==> config.mk <==
export PLATFORM = sky130hd
export DESIGN_NAME = dtmf_tone_synth
export DESIGN_NICKNAME = d
export VERILOG_FILES = /design/src/rtl/dtmf_synth_pkg.sv /design/src/rtl/dtmf_key_decode.sv /design/src/rtl/dtmf_sine_rom.sv /design/src/rtl/dtmf_tone_channel.sv /design/src/rtl/dtmf_tone_synth.sv
export SDC_FILE = /design/constraint.sdc
export NUM_CORES = 1
export LEC_CHECK = 0
export ABC_AREA = 1
export BUFFER_PORTS_ARGS = -buffer_cell sky130_fd_sc_hd__buf_2
export CELL_PAD_IN_SITES_DETAIL_PLACEMENT = 1
export CELL_PAD_IN_SITES_GLOBAL_PLACEMENT = 1
export CORE_MARGIN = 10
export CORE_UTILIZATION = 48
export CTS_CLUSTER_DIAMETER = 40
export DETAILED_ROUTE_END_ITERATION = 7
export PLACE_DENSITY = 0.94
export SYNTH_ARGS = -nofsm -noshare
export SYNTH_HDL_FRONTEND = slang
export SYNTH_HIERARCHICAL = 1
export SYNTH_SLANG_ARGS = --single-unit
==> constraint.sdc <==
create_clock -name clk -period 6.4 [get_ports clk]
set_input_delay 1.92 -clock clk [delete_from_list [all_inputs] [get_ports clk]]
set_output_delay 1.92 -clock clk [all_outputs]
set_load 0.01 [all_outputs]
==> src/rtl/dtmf_synth_pkg.sv <==
// Package: dtmf_synth_pkg
// Shared constants and constant functions for the dual-tone synthesizer.
// Assumes 32 segments per tone period and an 8-bit signed sine table.
package dtmf_synth_pkg;

    localparam int PHASE_W  = 5;
    localparam int SEGS     = 1 << PHASE_W;
    localparam int SAMPLE_W = 8;
    localparam int GROUP_N  = 4;
    localparam int CODE_W   = 4;
    localparam int OUT_W    = SAMPLE_W + 2;

    typedef logic [GROUP_N-1:0] grp_sel_t;

    // Tone frequency in Hz; grp 0 = low group, grp 1 = high group.
    function automatic int tone_hz(input int grp, input int idx);
        int hz;
        if (grp == 0) begin
            case (idx)
                0:       hz = 697;
                1:       hz = 770;
                2:       hz = 852;
                default: hz = 941;
            endcase
        end else begin
            case (idx)
                0:       hz = 1209;
                1:       hz = 1336;
                2:       hz = 1477;
                default: hz = 1633;
            endcase
        end
        return hz;
    endfunction

    // Segment length in clock cycles, rounded to nearest.
    function automatic int seg_len(input int clk_hz, input int grp, input int idx);
        int f;
        f = tone_hz(grp, idx);
        return (clk_hz + (SEGS / 2) * f) / (SEGS * f);
    endfunction

    // Low-group index carried by a keypad code.
    function automatic logic [1:0] key_row(input logic [CODE_W-1:0] code);
        logic [1:0] r;
        case (code)
            4'd1, 4'd2, 4'd3, 4'd13:  r = 2'd0;
            4'd4, 4'd5, 4'd6, 4'd14:  r = 2'd1;
            4'd7, 4'd8, 4'd9, 4'd15:  r = 2'd2;
            default:                  r = 2'd3;
        endcase
        return r;
    endfunction

    // High-group index carried by a keypad code.
    function automatic logic [1:0] key_col(input logic [CODE_W-1:0] code);
        logic [1:0] c;
        case (code)
            4'd1, 4'd4, 4'd7, 4'd11:  c = 2'd0;
            4'd2, 4'd5, 4'd8, 4'd10:  c = 2'd1;
            4'd3, 4'd6, 4'd9, 4'd12:  c = 2'd2;
            default:                  c = 2'd3;
        endcase
        return c;
    endfunction

endpackage

==> src/rtl/dtmf_key_decode.sv <==
// Module: dtmf_key_decode
// Latches a keypad code on a write strobe and holds it as two one-hot
// group selections. Assumes the code is valid in the cycle of wr_en.
module dtmf_key_decode
    import dtmf_synth_pkg::*;
(
    input  logic              clk,
    input  logic              rst_n,
    input  logic              wr_en,
    input  logic [CODE_W-1:0] wr_code,
    output grp_sel_t          row_sel_o,
    output grp_sel_t          col_sel_o
);

    grp_sel_t row_sel_q;
    grp_sel_t col_sel_q;

    // Capture the two one-hot selections when a code is written.
    always_ff @(posedge clk) begin
        if (!rst_n) begin
            row_sel_q <= '0;
            col_sel_q <= '0;
        end else if (wr_en) begin
            row_sel_q <= grp_sel_t'(1) << key_row(wr_code);
            col_sel_q <= grp_sel_t'(1) << key_col(wr_code);
        end
    end

    assign row_sel_o = row_sel_q;
    assign col_sel_o = col_sel_q;


    sel_onehot_chk: assert property (@(posedge clk) disable iff (!rst_n)
        wr_en |=> ($countones(row_sel_q) == 1) && ($countones(col_sel_q) == 1));


    sel_hold_chk: assert property (@(posedge clk) disable iff (!rst_n)
        !wr_en |=> $stable(row_sel_q) && $stable(col_sel_q));

endmodule

==> src/rtl/dtmf_sine_rom.sv <==
// Module: dtmf_sine_rom
// 32-point signed sine lookup, built from a 9-entry quarter wave by
// mirroring and sign folding. Purely combinational.
module dtmf_sine_rom
    import dtmf_synth_pkg::*;
(
    input  logic        [PHASE_W-1:0]  phase_i,
    output logic signed [SAMPLE_W-1:0] wave_o
);

    localparam int QTR = SEGS / 4;

    logic [PHASE_W-2:0]  half_idx;
    logic [PHASE_W-2:0]  qtr_idx;
    logic [SAMPLE_W-1:0] mag;

    // Fold the half-period index onto the rising quarter.
    always_comb begin
        half_idx = phase_i[PHASE_W-2:0];
        if (int'(half_idx) <= QTR) qtr_idx = half_idx;
        else                       qtr_idx = (PHASE_W-1)'(2 * QTR - int'(half_idx));
    end

    // Quarter-wave magnitude table, round(127*sin(2*pi*k/32)).
    always_comb begin
        case (qtr_idx)
            4'd0:    mag = 8'd0;
            4'd1:    mag = 8'd25;
            4'd2:    mag = 8'd49;
            4'd3:    mag = 8'd71;
            4'd4:    mag = 8'd90;
            4'd5:    mag = 8'd106;
            4'd6:    mag = 8'd117;
            4'd7:    mag = 8'd125;
            default: mag = 8'd127;
        endcase
    end

    // The second half of the period is negative.
    assign wave_o = phase_i[PHASE_W-1] ? -$signed(mag) : $signed(mag);

endmodule

==> src/rtl/dtmf_tone_channel.sv <==
// Module: dtmf_tone_channel
// One tone channel: a reloading segment divider that steps a phase
// counter. The length is picked from a one-hot selection and applied only
// at a segment boundary. The channel is idle (phase 0) until the
// selection first becomes non-zero.
module dtmf_tone_channel
    import dtmf_synth_pkg::*;
#(
    parameter int CLK_HZ = 3579545,
    parameter int GRP    = 0,
    parameter int DIV_W  = 8
) (
    input  logic               clk,
    input  logic               rst_n,
    input  grp_sel_t           sel_i,
    output logic [PHASE_W-1:0] phase_o
);

    logic [DIV_W-1:0]   len_tab [GROUP_N];
    logic [DIV_W-1:0]   sel_len;
    logic [DIV_W-1:0]   len_q;
    logic [DIV_W-1:0]   cnt_q;
    logic [PHASE_W-1:0] phase_q;
    logic               seg_end;

    for (genvar i = 0; i < GROUP_N; i++) begin : g_len
        assign len_tab[i] = DIV_W'(seg_len(CLK_HZ, GRP, i));
    end

    // Segment length requested by the current one-hot selection.
    always_comb begin
        sel_len = '0;
        for (int i = 0; i < GROUP_N; i++) begin
            if (sel_i[i]) sel_len = sel_len | len_tab[i];
        end
    end

    assign seg_end = (len_q != '0) && (cnt_q == len_q - 1'b1);

    // Divider, phase stepping and boundary-only length reload.
    always_ff @(posedge clk) begin
        if (!rst_n) begin
            len_q   <= '0;
            cnt_q   <= '0;
            phase_q <= '0;
        end else if (len_q == '0) begin
            if (sel_len != '0) begin
                len_q <= sel_len;
                cnt_q <= '0;
            end
        end else if (seg_end) begin
            cnt_q   <= '0;
            phase_q <= phase_q + 1'b1;
            len_q   <= sel_len;
        end else begin
            cnt_q <= cnt_q + 1'b1;
        end
    end

    assign phase_o = phase_q;


    cnt_range_chk: assert property (@(posedge clk) disable iff (!rst_n)
        (len_q != '0) |-> (cnt_q < len_q));


    phase_step_chk: assert property (@(posedge clk) disable iff (!rst_n)
        seg_end |=> (phase_q == PHASE_W'($past(phase_q) + 1'b1)));


    mid_seg_hold_chk: assert property (@(posedge clk) disable iff (!rst_n)
        ((len_q != '0) && !seg_end) |=> $stable(len_q) && $stable(phase_q));


    idle_phase_chk: assert property (@(posedge clk) disable iff (!rst_n)
        (len_q == '0) |-> (phase_q == '0));

endmodule

==> src/rtl/dtmf_tone_synth.sv <==
// Module: dtmf_tone_synth (top)
// Dual-tone synthesizer: key decode, two tone channels (low and high
// group), two sine lookups and a mixer that adds the high-group sample
// scaled by 5/4 to the low-group sample. The output is registered.
// Assumes a free-running clock of CLK_HZ.
module dtmf_tone_synth
    import dtmf_synth_pkg::*;
#(
    parameter int CLK_HZ = 3579545
) (
    input  logic                    clk,
    input  logic                    rst_n,
    input  logic                    wr_en,
    input  logic [3:0]              wr_code,
    output logic [3:0]              row_sel_o,
    output logic [3:0]              col_sel_o,
    output logic signed [9:0]       sample_o
);

    localparam int DIV_W  = $clog2(seg_len(CLK_HZ, 0, 0) + 1);
    localparam int CHAN_N = 2;
    localparam int MUL_W  = SAMPLE_W + 3;

    grp_sel_t                    sel [CHAN_N];
    logic        [PHASE_W-1:0]   phase [CHAN_N];
    logic signed [SAMPLE_W-1:0]  wave [CHAN_N];
    logic signed [MUL_W-1:0]     hi_x5;
    logic signed [MUL_W-1:0]     hi_scaled;
    logic signed [OUT_W-1:0]     lo_ext;
    logic signed [OUT_W-1:0]     hi_ext;
    logic signed [OUT_W-1:0]     sample_q;

    dtmf_key_decode u_decode (
        .clk       (clk),
        .rst_n     (rst_n),
        .wr_en     (wr_en),
        .wr_code   (wr_code),
        .row_sel_o (sel[0]),
        .col_sel_o (sel[1])
    );

    for (genvar g = 0; g < CHAN_N; g++) begin : g_chan
        dtmf_tone_channel #(
            .CLK_HZ (CLK_HZ),
            .GRP    (g),
            .DIV_W  (DIV_W)
        ) u_chan (
            .clk     (clk),
            .rst_n   (rst_n),
            .sel_i   (sel[g]),
            .phase_o (phase[g])
        );

        dtmf_sine_rom u_rom (
            .phase_i (phase[g]),
            .wave_o  (wave[g])
        );
    end

    // High-group pre-emphasis: floor(5*s/4).
    always_comb begin
        hi_x5     = MUL_W'(wave[1]) * MUL_W'(5);
        hi_scaled = hi_x5 >>> 2;
        hi_ext    = OUT_W'(hi_scaled);
        lo_ext    = OUT_W'(wave[0]);
    end

    // Register the summed sample.
    always_ff @(posedge clk) begin
        if (!rst_n) sample_q <= '0;
        else        sample_q <= lo_ext + hi_ext;
    end

    assign row_sel_o = sel[0];
    assign col_sel_o = sel[1];
    assign sample_o  = sample_q;


    reset_clear_chk: assert property (@(posedge clk)
        !rst_n |=> (sample_q == '0) && (sel[0] == '0) && (sel[1] == '0));


    sample_range_chk: assert property (@(posedge clk) disable iff (!rst_n)
        (sample_q <= OUT_W'(285)) && (sample_q >= -OUT_W'(286)));


    idle_silent_chk: assert property (@(posedge clk) disable iff (!rst_n)
        ((sel[0] == '0) && (sel[1] == '0)) |=> (sample_q == '0));

endmodule

==> run_results.csv, run 1 <==
group,metric,value,unit
run_status,outcome,"finished clean",
route,drtIter0Drc,225,
layout,fillers,1427,
layout,multiInputGateArea,3300,um^2
route,drt_pre_antenna_iters,4,
global_route,grt_start_max_net_pins,27,
worst_setup_path,ff2ff_setup_slack,1.34,ns
timing,min_period,5.06,ns
floorplan,die_w,121,um
timing,setup_tns,0,ns
synthesis,synth.distinct_cells,39,
worst_setup_path,cpMaxStageDelayCell,"dfxtp_1",
worst_setup_path,cp.arrival,5.29,ns
timing,max_freq,0.198,GHz
synthesis,synth_compound_area_frac,0.0871,
floorplan,io_pins,25,
worst_setup_path,crit_type,"flip-flop to flip-flop",
placement,io_buffers,24,
clock_network,cts_hold_buf,0,
clock_network,cts_setup_buffers,0,
timing,finalHoldWorstSlack,0.504,ns
clock_network,clock_sinks,54,
global_route,antenna_found_initial,0,
pwr,peakVddDrop,0.234,mV
global_route,gr-usage-met3,0.0265,
global_route,busiest_layer,"met2",
clock_network,clkSlewWorstSetupHoldPaths,0.12,ns
worst_setup_path,critPathBufInv,6,
route,drcViolationCount,0,
layout,drive_above_1_share,0.139,
flow_run,maxCapViolCount,0,
clock_network,htreeDepth,2,
synthesis,synthArstFlopShare,0,
route,ant_nets,0,
timing,max_slew_margin,0.534,
synthesis,synthFlopType,"dfxtp_1",
timing,drv_slew,0,
clock_network,clkLatencyLatePin,0.32,ns
synthesis,synth_cells,770,
synthesis,synth.cell_area,4930,um^2
clock_network,cts_inserted_buffers,5,
layout,layout_commonest_cell,"nand2_1",
global_route,track_usage,0.192,
synthesis,ys_seq_elements,54,
clock_network,cts_resized,0,
synthesis,synth-edff-count,0,
global_route,grt-ovfl-total,0,
global_route,grt_pass1_wl,24300,um
timing,hold_violations,0,
pwr,power_density,244,nW/um^2
timing,final-setup-viol-count,0,
layout,n_antenna_cell,0,
synthesis,synth-xor-area-share,0.0391,
synthesis,syn_area_per_cell,6.40,um^2
pwr,leakagePower,2.81,nW
worst_setup_path,cp_max_fo,8,
floorplan,die_area,14700,um^2
worst_setup_path,critPathRequiredTime,6.63,ns
route,wire_per_inst,15.3,um
floorplan,row_count,36,
floorplan,fp.dieH,121,um
placement,globalplace.congestion,0.873,
timing,worst-slew-pin-transition,0.691,ns
hold_path,worstHoldPathType,"flip-flop to flip-flop",
clock_network,cts_tree,"built",
layout,register_area,1080,um^2
layout,final_cell_mix,"nand2_1, inv_1, nand3_1",
route,avgViaCountPerCell,5.44,
worst_setup_path,cpPeakStageDelay,0.50,ns
layout,final_nets,847,
timing,skew,0.0216,ns
worst_setup_path,end_kind,"flip-flop",
floorplan,floorplan.initialDensity,0.497,
synthesis,ys_warn_count,6,
floorplan,coreArea,9910,um^2
worst_setup_path,worstSetupStartpointType,"flip-flop",
worst_setup_path,cp_top_family,"adder cells",
timing,finalCritPeriodShare,0.791,
clock_network,cts-root-buf,"clkbuf_8",
synthesis,synth_mux_area_frac,0,
timing,rsz0062_at_grt,"false",
clock_network,clockBufferDepth,2,
global_route,use_met1,0.204,
route,drt_wl_total,14100,um
placement,dp.final_hpwl,11200,um
route,vias,5024,
synthesis,synth_simple_gate_area_share,0.416,
global_route,grt_pass1_vias,5469,
synthesis,synthAdderAreaFrac,0.127,
synthesis,syn-num-nets,826,
synthesis,synth_top_family_by_area,"simple AND/OR/NAND/NOR gates",
global_route,met2_usage,0.378,
synthesis,ys_seq_area_frac,0.219,
layout,synthToLayoutAreaGrowth,6.45,%
-- layer usage --
layer  vias to the layer above  routed length (um)
met5                         -                   0
met4                         0                 248
met3                        25                 302
met2                        71                7650
met1                      2432                5920
li1                       2496                   -
-- state kept, by name, indices dropped and copies added, names as in the netlist --
name                   count
sample_o                  10
g_chan.u_chan/len_q       10
g_chan.u_chan/phase_o     10
u_decode/col_sel_o         4
g_chan.u_chan/cnt_q       16
u_decode/row_sel_o         4
-- path summary, 6_finish.rpt --
check / end / startpoint / depth (start not counted)
worst min register to register: u_decode/col_sel_o[3]$_SDFFE_PN0P_ / u_decode/col_sel_o[3]$_SDFFE_PN0P_ / 2
worst max register to register: sample_o[8]$_SDFF_PN0_ / g_chan[1].u_chan/phase_o[0]$_SDFFE_PN0P_ / 27
worst max-delay path: sample_o[8]$_SDFF_PN0_ / g_chan[1].u_chan/phase_o[0]$_SDFFE_PN0P_ / 27
worst min-delay path: u_decode/col_sel_o[3]$_SDFFE_PN0P_ / u_decode/col_sel_o[3]$_SDFFE_PN0P_ / 2
-- final cells by class --
cell class	count	share of cell area
multi-input cells	583	0.629
inverters	123	0.0894
repair buffers	24	0.0229
flip-flops and latches	54	0.206
clock buffers	5	0.0131
well taps	133	0.0317
clock inverters	2	0.00739
-- Yosys cell counts (10+ instances only) --
master	n	area, um^2
a21oi_1	55	275
nor2_1	48	180
nand2_1	220	826
nand2_2	24	150
nand3_2	16	160
o21ai_0	10	50.1
ha_1	47	588
dfxtp_1	54	1080
nor2_2	10	62.6
nand3_1	79	395
inv_2	11	41.3
inv_1	108	405
xor2_1	16	140
nand4_1	17	106
-- report_power, final --
part	leakage (nW)	internal (W)	switching, W
Sequential	0.437	0.000374	0.0000421
Clock	0.0542	0.000115	0.000122
Combinational	2.32	0.000195	0.000432
Total	2.81	0.000685	0.000596
-- through the flow --
| stage | utilization | instance area (um^2) | cells | setup slack, ns | total power (W) |
|---|---|---|---|---|---|
| floorplan | - | 4930 | 770 | 2.14 | 0.000899 |
| global placement | 0.519 | 5140 | 917 | 1.88 | 0.00100 |
| detailed placement | 0.519 | 5140 | 917 | 1.49 | 0.00105 |
| CTS | 0.530 | 5250 | 924 | 1.34 | 0.00129 |
| global route | 0.530 | 5250 | 924 | 0.914 | 0.00140 |
| finish | 0.530 | 5250 | 924 | 1.34 | 0.00128 |
-- tightest hold or removal path: stages, from the launching register on --
cell and delay, ns:
dfxtp_1 0.34, nand2_1 0.06, a21oi_1 0.06
-- kinds of logic (layout without fill, tap and decap cells) --
family | after synthesis | count (layout)
flops | 54 | 54
xor+xnor | 22 | 22
buf+inv | 133 | 154
fa+ha+maj | 49 | 49
compound gates | 78 | 78
simple gates | 434 | 434
(Power assumes the default switching activity.)
==> inputs of run 2 (changes only) <==
--- a/config.mk
+++ b/config.mk
@@ -10,10 +10,10 @@
 export CELL_PAD_IN_SITES_DETAIL_PLACEMENT = 1
 export CELL_PAD_IN_SITES_GLOBAL_PLACEMENT = 1
 export CORE_MARGIN = 10
-export CORE_UTILIZATION = 48
+export CORE_UTILIZATION = 45
 export CTS_CLUSTER_DIAMETER = 40
 export DETAILED_ROUTE_END_ITERATION = 7
-export PLACE_DENSITY = 0.94
+export PLACE_DENSITY = 0.9
 export SYNTH_ARGS = -nofsm -noshare
 export SYNTH_HDL_FRONTEND = slang
 export SYNTH_HIERARCHICAL = 1
==> constraint.sdc (replaced) <==
create_clock -name clk -period 4.9 [get_ports clk]
set_input_delay 1.47 -clock clk [delete_from_list [all_inputs] [get_ports clk]]
set_output_delay 1.47 -clock clk [all_outputs]
set_load 0.01 [all_outputs]
==> run 2 against run 1 <==
  * Cell count is 0.97% higher
  * First-iteration DRC count shrank 16%
  * Combinational power increased by 30%
  * Largest cell class unchanged
==> run_results.csv, run 2 (synthesis gave the netlist of run 1 again) <==
group,metric,value,unit
run_status,outcome,"finished clean",
clock_network,cts_resized,0,
worst_setup_path,crit_type,"flip-flop to flip-flop",
global_route,grt_start_max_net_pins,27,
worst_setup_path,cpPeakStageDelay,0.40,ns
clock_network,cts_inserted_buffers,5,
placement,globalplace.congestion,0.843,
timing,min_period,4.56,ns
worst_setup_path,critPathBufInv,7,
route,drt_wl_total,13500,um
global_route,grt_pass1_vias,5153,
timing,finalCritPeriodShare,0.932,
clock_network,clkSlewWorstSetupHoldPaths,0.12,ns
floorplan,floorplan.initialDensity,0.457,
worst_setup_path,end_kind,"flip-flop",
worst_setup_path,critPathRequiredTime,5.14,ns
clock_network,cts_hold_buf,0,
route,wire_per_inst,14.5,um
layout,synthToLayoutAreaGrowth,7.28,%
placement,post-place-cells,925,
pwr,power_density,311,nW/um^2
worst_setup_path,cp_max_fo,7,
pwr,peakVddDrop,0.198,mV
pwr,p_int,0.000848,W
worst_setup_path,cp.arrival,4.81,ns
worst_setup_path,cpMaxStageDelayCell,"dfxtp_4",
worst_setup_path,cp_common_cell,"inv_1",
route,drcViolationCount,0,
floorplan,coreArea,10800,um^2
clock_network,clockBufferDepth,2,
pwr,p_sw_frac,0.485,
worst_setup_path,cp_top_family,"adder cells",
timing,finalHoldWorstSlack,0.508,ns
route,drt_pre_antenna_iters,4,
clock_network,cts_setup_buffers,0,
timing,max_slew_margin,0.609,
floorplan,row_count,38,
timing,max_freq,0.219,GHz
pwr,switchingPower,0.000798,W
route,avgViaCountPerCell,5.25,
layout,final_cell_mix,"nand2_1, inv_1, nand3_1",
global_route,grt-ovfl-total,0,
layout,drive_above_1_share,0.151,
layout,fin_cells,933,
pwr,leakagePower,2.81,nW
global_route,track_usage,0.171,
timing,worst-slew-pin-transition,0.587,ns
layout,largest_register_ffs,16,
timing,drv_slew,0,
layout,final_nets,848,
pwr,clkPwrFrac,0.174,
clock_network,clkLatencyLatePin,0.33,ns
timing,setup_tns,0,ns
pwr,power,0.00165,W
layout,layout_commonest_cell,"nand2_1",
floorplan,io_pins,25,
clock_network,htreeDepth,2,
worst_setup_path,worstSetupStartpointType,"flip-flop",
placement,dp.final_hpwl,10800,um
layout,top_register,"g_chan.u_chan/cnt_q",
floorplan,fp.dieH,125,um
layout,n_antenna_cell,0,
placement,io_buffers,24,
route,drtIter0Drc,190,
timing,hold_violations,0,
timing,final-setup-viol-count,0,
floorplan,die_w,125,um
clock_network,cts-root-buf,"clkbuf_8",
flow_run,maxCapViolCount,0,
timing,skew,0.00949,ns
floorplan,die_area,15500,um^2
hold_path,worstHoldPathType,"flip-flop to flip-flop",
route,vias,4902,
clock_network,cts_tree,"built",
clock_network,clock_sinks,54,
route,ant_nets,0,
global_route,antenna_found_initial,0,
pwr,p_comb_frac,0.496,
global_route,grt_pass1_wl,23400,um
pwr,pwr-share-seq,0.330,
## run 2: changes by cell type in the layout (fill, tap and decap cells not counted), sizes merged
| cell | before | now |
|---|---|---|
| inv | 121 | 123 |
| bufinv | 1 | 0 |
| buf | 24 | 25 |
## run 2: area by class of cell
class / count / area, um^2
Clock buffer: 5 / 68.8
Clock inverter: 3 / 26.3
Fill cell: 1500 / 5500
Inverter: 123 / 469
Multi-Input combinational cell: 583 / 3340
Sequential cell: 54 / 1080
Tap cell: 140 / 175
Timing Repair Buffer: 25 / 128
## run 2: per-layer routing
metal | vias up | global-route usage | wire length [um]
met1 | 2313 | 0.193 | 5970
met4 | 0 | 0.0500 | 324
met3 | 32 | 0.0238 | 293
met2 | 59 | 0.322 | 6920
met5 | - | 0 | 0
li1 | 2498 | - | -
## run 2: power by group through the flow
stage / clock network, W / logic (W) / registers (W)
4_1_cts: 0.000293 / 0.000822 / 0.000544
5_1_grt: 0.000308 / 0.000939 / 0.000550
3_5_place_dp: 0 / 0.000816 / 0.000554
2_1_floorplan: 0 / 0.000634 / 0.000540
3_3_place_gp: 0 / 0.000763 / 0.000549
6_report: 0.000286 / 0.000817 / 0.000543
## run 2: tightest hold or removal path, delay by kind of cell, from the launching register on
| kind | cells | cell delay [ns] |
|---|---|---|
| and+or+nand+nor | 1 | 0.07 |
| DFF | 1 | 0.34 |
| AOI/OAI and AO/OA | 1 | 0.06 |
## run 2: final timing paths
path	start	end	slack (ns)	depth (start not counted)
worst min register to register	u_decode/col_sel_o[3]$_SDFFE_PN0P_	u_decode/col_sel_o[3]$_SDFFE_PN0P_	0.51	2
worst max-delay path	g_chan[1].u_chan/phase_o[1]$_SDFFE_PN0P_	sample_o[9]$_SDFF_PN0_	0.34	29
worst min-delay path	u_decode/col_sel_o[3]$_SDFFE_PN0P_	u_decode/col_sel_o[3]$_SDFFE_PN0P_	0.51	2
worst max register to register	g_chan[1].u_chan/phase_o[1]$_SDFFE_PN0P_	sample_o[9]$_SDFF_PN0_	0.34	29
## run 2: stage by stage
step	worst slack [ns]	utilization	instance area, um^2
3_5_place_dp	0.102	0.478	5160
5_1_grt	-0.0310	0.490	5290
4_1_cts	-0.0107	0.487	5250
2_1_floorplan	0.639	-	4930
3_3_place_gp	0.481	0.478	5160
6_report	0.335	0.490	5290
==> inputs of run 3 (changes only) <==
--- a/config.mk
+++ b/config.mk
@@ -13,8 +13,7 @@
 export CORE_UTILIZATION = 45
 export CTS_CLUSTER_DIAMETER = 40
 export DETAILED_ROUTE_END_ITERATION = 7
-export PLACE_DENSITY = 0.9
+export PLACE_DENSITY = 0.89
 export SYNTH_ARGS = -nofsm -noshare
 export SYNTH_HDL_FRONTEND = slang
-export SYNTH_HIERARCHICAL = 1
 export SYNTH_SLANG_ARGS = --single-unit
==> run 3 against run 2 <==
  * Worst hold slack lost 0.018 ns
  * Die area shrank 6.6%
  * Total power fell by 16%
  * Synthesized cell count decreased by 11%
  * Sequential power shrank 5.3%
  * First-iteration DRC count down 5.8%
  * Sequential cell count unchanged
  * Highest routed layer unchanged
  * Via count is 5.9% lower
  * Sequential share of layout area rose by 0.90 points
  * Clock power hardly changed
  * Combinational power shrank 29%
  * Register-to-register slack worse by 0.26 ns
==> run_results.csv, run 3 <==
group,metric,value,unit
synthesis,yosys.area.top_type,"dfxtp_1",
worst_setup_path,worstSetupStartpointType,"flip-flop",
synthesis,syn-num-nets,741,
synthesis,synth_common_cells,"nand2_1, inv_1, nand3_1",
timing,hold_violations,0,
pwr,power_density,272,nW/um^2
clock_network,cts-root-buf,"clkbuf_8",
layout,fin_area,5070,um^2
synthesis,synth-xor-area-share,0.0479,
layout,synthToLayoutAreaGrowth,11.5,%
timing,max_freq,0.207,GHz
layout,fillers,1348,
flow_run,maxCapViolCount,0,
floorplan,row_count,36,
pwr,leakagePower,2.53,nW
global_route,grt-ovfl-total,0,
worst_setup_path,cp_max_fo,7,
global_route,grt_pass1_vias,4772,
worst_setup_path,critPathRequiredTime,5.11,ns
route,drt_wl_total,13300,um
route,drtIter0Drc,179,
worst_setup_path,end_kind,"flip-flop",
placement,placed_cell_area,4780,um^2
clock_network,clkSlewWorstSetupHoldPaths,0.12,ns
synthesis,synthAdderAreaFrac,0.144,
clock_network,clock_sinks,54,
route,drt_pre_antenna_iters,4,
placement,post-place-cells,829,
synthesis,synth.distinct_cells,40,
floorplan,coreArea,9820,um^2
global_route,grt_start_max_net_pins,33,
timing,finalHoldWorstSlack,0.490,ns
layout,top_register,"g_chan.u_chan.cnt_q",
synthesis,synth_mux_area_frac,0,
synthesis,ys_seq_elements,54,
worst_setup_path,cpPeakStageDelay,0.40,ns
clock_network,clockBufferDepth,2,
clock_network,clkLatencyLatePin,0.32,ns
floorplan,die_w,120,um
clock_network,htreeDepth,2,
synthesis,yosysMostFrequentCell,"nand2_1",
layout,layout_commonest_cell,"nand2_1",
route,avgViaCountPerCell,5.47,
floorplan,die_area,14500,um^2
layout,final_cell_mix,"nand2_1, inv_1, nand3_1",
synthesis,synth_top_family_by_area,"simple AND/OR/NAND/NOR gates",
run_status,outcome,"finished clean",
synthesis,synth_compound_area_frac,0.126,
synthesis,synthArstFlopShare,0,
synthesis,ys_seq_area_frac,0.238,
layout,final_nets,768,
route,drcViolationCount,0,
timing,min_period,4.82,ns
floorplan,floorplan.initialDensity,0.463,
global_route,antenna_found_initial,0,
layout,n_antenna_cell,0,
floorplan,io_pins,25,
layout,drive_above_1_share,0.172,
clock_network,cts_inserted_buffers,5,
timing,finalCritPeriodShare,0.985,
synthesis,synth-edff-count,0,
timing,final.setup.worst_slack,0.0752,ns
placement,globalplace.congestion,0.847,
synthesis,synth_simple_gate_area_share,0.345,
clock_network,cts_tree,"built",
synthesis,synth.cell_area,4540,um^2
synthesis,synth_area_leaders,"dfxtp_1, nand2_1, ha_1, inv_1, nand3_1",
worst_setup_path,crit_type,"flip-flop to flip-flop",
synthesis,syn_area_per_cell,6.65,um^2
timing,worst-slew-pin-transition,1.15,ns
timing,drv_slew,0,
synthesis,synthFlopType,"dfxtp_1",
hold_path,hold_depth,2,
pwr,power,0.00138,W
route,wire_per_inst,15.7,um
worst_setup_path,worstRegToRegCells,35,
timing,final-setup-viol-count,0,
clock_network,cts_hold_buf,0,
route,vias,4614,
synthesis,synth_top_area_share,0.238,
timing,max_slew_margin,0.233,
worst_setup_path,cpMaxStageDelayCell,"ha_1",
hold_path,worstHoldPathType,"flip-flop to flip-flop",
placement,place_ws,-0.136,ns
pwr,peakVddDrop,0.179,mV
placement,io_buffers,24,
timing,skew,0.00982,ns
layout,largest_register_ffs,16,
global_route,track_usage,0.173,
worst_setup_path,cp_common_cell,"nand2_1",
route,ant_nets,0,
floorplan,fp.dieH,120,um
synthesis,synth_cells,683,
placement,dp.final_hpwl,9620,um
synthesis,ys_warn_count,0,
layout,fin_cells,844,
worst_setup_path,cp.arrival,5.03,ns
global_route,grt_pass1_wl,21600,um
-- run 3: kinds of logic after synthesis --
| group | after synthesis |
|---|---|
| adders and majority gates | 51 |
| DFF | 54 |
| buffers and inverters | 115 |
| xor gates and xnor gates | 24 |
| and+or+nand+nor | 334 |
| AOI/OAI and AO/OA | 105 |
-- run 3: area by class of cell --
cell class                      instances  area (um^2)  share of cell area
Clock inverter                          3         26.3             0.00519
Sequential cell                        54         1080               0.214
Clock buffer                            5         68.8              0.0136
Tap cell                              133          166              0.0328
Inverter                              102          389              0.0768
Multi-Input combinational cell        514         3140               0.620
Timing Repair Buffer                   33          188              0.0370
-- run 3: routing by layer --
layer  routed length [um]  global-route usage  up-vias
met4                  255              0.0377        0
met1                 5750               0.191     2241
met3                  381              0.0233       22
li1                     -                   -     2264
met2                 6870               0.337       87
met5                    0                   0        -
-- run 3: power breakdown --
part / internal [W] / switching [W]
Clock: 0.000107 / 0.000176
Sequential: 0.000474 / 0.0000398
Combinational: 0.000183 / 0.000400
Total: 0.000765 / 0.000616
-- run 3: path summary, 6_finish.rpt --
| kind | start | endpoint | slack [ns] |
|---|---|---|---|
| setup / recovery | g_chan[1].u_chan.phase_o[1]$_SDFFE_PN0P_ | sample_o[9]$_SDFF_PN0_ | 0.08 |
| hold reg to reg | u_decode.col_sel_o[1]$_SDFFE_PN0P_ | u_decode.col_sel_o[1]$_SDFFE_PN0P_ | 0.49 |
| hold / removal | u_decode.col_sel_o[1]$_SDFFE_PN0P_ | u_decode.col_sel_o[1]$_SDFFE_PN0P_ | 0.49 |
| setup reg to reg | g_chan[1].u_chan.phase_o[1]$_SDFFE_PN0P_ | sample_o[9]$_SDFF_PN0_ | 0.08 |
-- run 3: per-stage QoR --
| step | util | TNS (ns) |
|---|---|---|
| after detailed placement | 0.487 | -0.365 |
| after global routing | 0.516 | -0.514 |
| final | 0.516 | 0 |
| after CTS | 0.499 | 0 |
| after floorplan | - | 0 |
| after global placement | 0.487 | 0 |
-- run 3: timing repair --
action,in CTS,in global routing
resized for setup,6,29
pin swaps,1,14
setup buffers,1,6
setup endpoints to repair,3,5
-- run 3: worst max-delay path: cells and delay by family (launching register included) --
family / cells / cell delay, ns
flip-flops: 1 / 0.38
XOR/XNOR: 1 / 0.16
AO/OA/AOI/OAI: 3 / 0.41
adder cells (fa/ha/maj): 6 / 1.46
AND/OR/NAND/NOR: 16 / 1.58
buffers and inverters: 9 / 0.75
